## config.mk

```make
export PLATFORM = sky130hd
export DESIGN_NAME = flash_status_reg
export DESIGN_NICKNAME = d
export VERILOG_FILES = /design/src/rtl/flash_stat_pkg.sv /design/src/rtl/flash_sticky_bits.sv /design/src/rtl/flash_snap_fsm.sv /design/src/rtl/flash_status_reg.sv
export SDC_FILE = /design/constraint.sdc
export NUM_CORES = 1
export LEC_CHECK = 0
export CORE_ASPECT_RATIO = 1.25
export CORE_MARGIN = 8
export CORE_UTILIZATION = 35
export DETAILED_ROUTE_END_ITERATION = 6
export PLACE_DENSITY_LB_ADDON = 0.05
export SYNTH_ARGS = -nofsm -noshare
export SYNTH_HDL_FRONTEND = slang
export SYNTH_HIERARCHICAL = 1
export SYNTH_SLANG_ARGS = --single-unit
```

## constraint.sdc

```tcl
create_clock -name clk -period 1.85 [get_ports clk]
set_input_delay 0.4625 -clock clk [delete_from_list [all_inputs] [get_ports clk]]
set_output_delay 0.4625 -clock clk [all_outputs]
set_load 0.02 [all_outputs]
```

## src/rtl/flash_stat_pkg.sv

```systemverilog
package flash_stat_pkg;
    localparam int STAT_W  = 8;
    localparam int ERR_N   = 4;
    localparam int B_READY = 7;
    localparam int B_ESUSP = 6;
    localparam int B_EFAIL = 5;
    localparam int B_PFAIL = 4;
    localparam int B_VLOW  = 3;
    localparam int B_PSUSP = 2;
    localparam int B_PROT  = 1;
    localparam logic [STAT_W-1:0] RESET_WORD = 8'h80;

    typedef enum logic {
        SNAP_OPEN,
        SNAP_HELD
    } snap_state_t;
endpackage

```

## src/rtl/flash_sticky_bits.sv

```systemverilog
module flash_sticky_bits #(
    parameter int N = 4
) (
    input  logic         clk,
    input  logic         rst_n,
    input  logic [N-1:0] set_i,
    input  logic         clr_i,
    output logic [N-1:0] flag_o
);
    // One cell per flag; set has priority over clear.
    for (genvar i = 0; i < N; i++) begin : g_cell
        logic cell_q;
        always_ff @(posedge clk or negedge rst_n) begin
            if (!rst_n)
                cell_q <= 1'b0;
            else if (set_i[i])
                cell_q <= 1'b1;
            else if (clr_i)
                cell_q <= 1'b0;
        end
        assign flag_o[i] = cell_q;
    end
endmodule

```

## src/rtl/flash_snap_fsm.sv

```systemverilog
module flash_snap_fsm
    import flash_stat_pkg::*;
#(
    parameter int                W         = STAT_W,
    parameter logic [W-1:0]      RESET_VAL = RESET_WORD
) (
    input  logic         clk,
    input  logic         rst_n,
    input  logic         ce_n_i,
    input  logic         oe_n_i,
    input  logic [W-1:0] live_i,
    output logic [W-1:0] snap_o
);
    snap_state_t state_q, state_d;
    logic        capture;
    logic        both_low;

    assign both_low = !ce_n_i && !oe_n_i;

    // State register
    always_ff @(posedge clk or negedge rst_n) begin
        if (!rst_n)
            state_q <= SNAP_OPEN;
        else
            state_q <= state_d;
    end

    // Next state and capture strobe
    always_comb begin
        state_d = state_q;
        capture = 1'b0;
        unique case (state_q)
            SNAP_OPEN: begin
                if (both_low) begin
                    state_d = SNAP_HELD;     // T_CAPTURE
                    capture = 1'b1;
                end
            end
            SNAP_HELD: begin
                if (!both_low)
                    state_d = SNAP_OPEN;     // T_RELEASE
            end
            default: state_d = SNAP_OPEN;
        endcase
    end

    // Snapshot data register
    always_ff @(posedge clk or negedge rst_n) begin
        if (!rst_n)
            snap_o <= RESET_VAL;
        else if (capture)
            snap_o <= live_i;
    end
endmodule

```

## src/rtl/flash_status_reg.sv

```systemverilog
module flash_status_reg
    import flash_stat_pkg::*;
(
    input  logic              clk,
    input  logic              rst_n,
    input  logic              busy_i,
    input  logic              prog_susp_i,
    input  logic              erase_susp_i,
    input  logic              set_erase_fail_i,
    input  logic              set_prog_fail_i,
    input  logic              set_vpp_low_i,
    input  logic              set_protect_i,
    input  logic              clear_i,
    input  logic              ce_n_i,
    input  logic              oe_n_i,
    output logic [STAT_W-1:0] status_o,
    output logic [STAT_W-1:0] read_o
);
    logic             ready_q;
    logic             esusp_q;
    logic             psusp_q;
    logic [ERR_N-1:0] err_set;
    logic [ERR_N-1:0] err_flag;

    // Level flags, registered once
    always_ff @(posedge clk or negedge rst_n) begin
        if (!rst_n) begin
            ready_q <= 1'b1;
            esusp_q <= 1'b0;
            psusp_q <= 1'b0;
        end else begin
            ready_q <= !busy_i;
            esusp_q <= erase_susp_i;
            psusp_q <= prog_susp_i;
        end
    end

    // err index: 3 erase fail, 2 program fail, 1 supply low, 0 protect
    assign err_set = {set_erase_fail_i, set_prog_fail_i, set_vpp_low_i, set_protect_i};

    flash_sticky_bits #(.N(ERR_N)) u_sticky (
        .clk    (clk),
        .rst_n  (rst_n),
        .set_i  (err_set),
        .clr_i  (clear_i),
        .flag_o (err_flag)
    );

    always_comb begin
        status_o          = '0;
        status_o[B_READY] = ready_q;
        status_o[B_ESUSP] = esusp_q;
        status_o[B_EFAIL] = err_flag[3];
        status_o[B_PFAIL] = err_flag[2];
        status_o[B_VLOW]  = err_flag[1];
        status_o[B_PSUSP] = psusp_q;
        status_o[B_PROT]  = err_flag[0];
    end

    flash_snap_fsm #(.W(STAT_W), .RESET_VAL(RESET_WORD)) u_snap (
        .clk    (clk),
        .rst_n  (rst_n),
        .ce_n_i (ce_n_i),
        .oe_n_i (oe_n_i),
        .live_i (status_o),
        .snap_o (read_o)
    );
endmodule

```

# Word-level counts from Yosys, hierarchy flattened
# Cells that the tools add are included.
[op_classes]
muxes = 7
reduce_logical = 8
[op_table]
columns = ["cell", "n"]
rows = [
  ["2-bit nonzero test", 4],
  ["1-bit 2-to-1 mux", 7],
  ["1-bit logical NOT", 3],
  ["1-bit logical AND", 1],
]
[totals]
register_bits = 15
elab_cells = 24

# Longest topological paths before layout
[logic_depth]
word_depth = 4
depth_mapped = 2

# By module
# The synthesis kept the hierarchy.
[modules_own_cells]
columns = ["module", "instances", "cells_each", "area_per_inst_um2", "seq_area_each_um2"]
rows = [
  ["flash_snap_fsm", 1, 19, 336.6, 226.5],
  ["flash_sticky_bits", 1, 13, 163.9, 100.1],
  ["flash_status_reg", 1, 9, 113.9, 76.3],
]

# Worst setup path before layout
# Ideal clock, no wire load.
[synth_timing]
path_kind = "input to register"
start = "in ce_n_i"
end = "reg u_snap/snap_o[0] (netlist name)"
setup_time_ns = 0.125
t_arrival_ns = 1.137
t_required_ns = 1.725
setup_slack_ns = 0.588
stages = 2
path_buffers = 0
cell_sequence = "nor3_4 > mux2_2"
[synth_rtl]
columns = ["item", "line", "text"]
rows = [
  ["start: declaration", "flash_status_reg.sv:14", "input logic ce_n_i,"],
]

# Worst setup path after layout
[layout_timing]
start = "reg u_sticky.g_cell[3].cell_q"
end = "out status_o[5]"
[layout_rtl]
columns = ["item", "line", "text"]
rows = [
  ["start: declaration", "flash_sticky_bits.sv:12", "logic cell_q;"],
  ["start signal: assignment", "flash_sticky_bits.sv:15", "cell_q <= 1'b0;"],
  ["start signal: assignment", "flash_sticky_bits.sv:17", "cell_q <= 1'b1;"],
  ["start signal: assignment", "flash_sticky_bits.sv:19", "cell_q <= 1'b0;"],
  ["end: declaration", "flash_status_reg.sv:16", "output logic [STAT_W-1:0] status_o,"],
]
# No word-level cell between the ends.

==> run metrics <==
setup violators final=0; Area growth syn-to-layout=45.4%; commonest non-fill, non-tap cell in the layout=clkdlybuf4s50_1; Tcrit/Tclk final=94.2%; Slew Limit Fails=0; RSZ-0062 raised after global routing=no; # placed instances=81; Crit Path Max Fanout=3; Leak Pwr=between 0.3 and 0.4 nW; Detailed Route Iter0 Violations=3; Pwr Total=just over 0.8 mW; Max Cap Viol=0; I/O pin count=28; routed len/inst=between 10 and 15 um; TritonCTS Buffers=3; pin count of the biggest net entering global routing=10; die width=approximately 53 um; ant diodes=0; pwr/cell area=~900 nW/um2; post-route cell area=893 um2; Post-Syn Area per Cell=15.0 um2; DRC=0; Die ar.=between 3000 and 4000 um2; CTS clock-pin slew for the worst setup and hold paths=approximately 90 ps; total congestion overflow=0; Final ANT Viol Nets=0; clock buffer depth=2; WP buf/inv=1; Final nets=between 70 and 80; YS warnings=6; Starting Density=a little over a third; placed inst area=about 870 um2; CP Launch Type=flop; Clock Tree Root=clkbuf_4; Initial DRT Pass Iterations=2; Row Count=17; Synth Instances=41; maximum vdd drop=approximately 0.00044 V; sequential area share after synthesis=around 66%; final worst slack=between 100 and 150 ps; first-pass GRT wire length=1750 um; commonest non-fill, non-tap cells in the layout=24 x clkdlybuf4s50_1, 14 x dfrtp_1, 8 x mux2_2; H-Tree Depth=1; Setup crit end kind=primary output; Resize count post-CTS=2; Worst EP required=1390 ps; shortest period the worst path allows=between 1500 and 2000 ps; share of cells above drive strength 1=25.8%; worst path arrival time=about 1300 ps; outcome=finished, final reports clean; drt via density=4.36; routability congestion estimate=~0.74; hpwl dp=roughly 890 um; initial antenna violation count=0; final WL=about 1100 um; setup TNS=0 ps; # hold bufs at CTS=0; CTS Sinks=16; core footprint=1700 um2; crit-path cells=clkdlybuf4s50_1; Mapped Area=between 600 and 700 um2; CP peak stage delay=a little over 600 ps; Top Family by Delay on Critical Path=buffers and inverters; Die H=between 60 and 70 um; pre-CTS WS=88.3 ps; slowest CP cell=clkdlybuf4s50_1; vias in the first global route=roughly 390; PortBufs=26; Yosys reg bits=16; Final Skew=approximately 11 ps; HP Class=primary input to asynchronous set/reset pin; kind of critical path=flop to primary output; routed via count=371; Clk Latency, worst-skew pair=around 280 ps; Total Routing Usage GR=~6.8%; Max Fclk=around 570 MHz; CTS tree=built; synth unique cells=10; Non-Filler Instances=85; Setup Buffers After CTS=0; Hold Vio Cnt, Final=0
## registers in the layout, indices dropped and copies added, names as in the netlist
signal                  cells
esusp_q                     1
u_snap/snap_o               8
ready_q                     1
psusp_q                     1
u_snap/state_q              1
u_sticky/g_cell.cell_q      4
## Yosys cell counts
library cell | count | area (um2)
dfrtp_1 | 14 | 350
buf_4 | 8 | 60.1
mux2_2 | 8 | 90.1
a21o_1 | 4 | 30.0
dfstp_2 | 2 | 52.6
conb_1 | 1 | 3.75
inv_1 | 1 | 3.75
inv_2 | 1 | 3.75
nor2_1 | 1 | 3.75
nor3_4 | 1 | 16.3
## power breakdown
group / switching, mW / total (mW) / leakage [nW] / internal, mW
clock: 0.0972 / 0.181 / 0.0150 / 0.0835
combinational: 0.0985 / 0.220 / 0.191 / 0.122
sequential: 0.0219 / 0.418 / 0.179 / 0.396
## path summary, 6_finish.rpt
check | start | endpoint | slack (ps) | depth (start not counted)
setup / recovery | u_sticky/g_cell[3].cell_q | status_o[5] | 110 | 1
hold / removal | rst_n | u_snap/state_q | 460 | 1
setup reg to reg | u_snap/state_q | u_snap/snap_o[1] | 720 | 3
hold reg to reg | u_sticky/g_cell[2].cell_q | u_sticky/g_cell[2].cell_q | 510 | 1
max in group asynchronous | rst_n | u_snap/snap_o[0] | 960 | 2
min in group clk | u_sticky/g_cell[2].cell_q | u_sticky/g_cell[2].cell_q | 510 | 1
## layer usage
layer	global-route usage (%)	vias up	share of wire (%)
li1	-	177	-
met1	7.74	176	39
met2	9.71	18	46
met3	3.81	0	15
met4	3.80	0	0
met5	0	-	0
## cell families after synthesis
group                  share of synthesized area [%]
AO/OA/AOI/OAI                                   4.89
buffers and inverters                           11.0
flip-flops                                      65.6
multiplexers                                    14.7
other                                          0.610
AND/OR/NAND/NOR                                 3.26
## final cells by class
| type | instances | area (um2) |
|---|---|---|
| Clock buffer | 4 | 26.3 |
| Multi-Input combinational cell | 16 | 148 |
| Tap cell | 19 | 23.8 |
| Inverter | 2 | 7.51 |
| Timing Repair Buffer | 28 | 285 |
| Sequential cell | 16 | 403 |
| Fill cell | 151 | 808 |
## metrics by stage
| stage | hold slack [ps] | utilization [%] |
|---|---|---|
| after floorplan | 167 | - |
| after global placement | 488 | 51.1 |
| after detailed placement | 492 | 51.1 |
| after CTS | 454 | 52.5 |
| after global routing | 460 | 52.5 |
| final | 457 | 52.5 |
No activity file was read; power rests on OpenSTA's default activity.
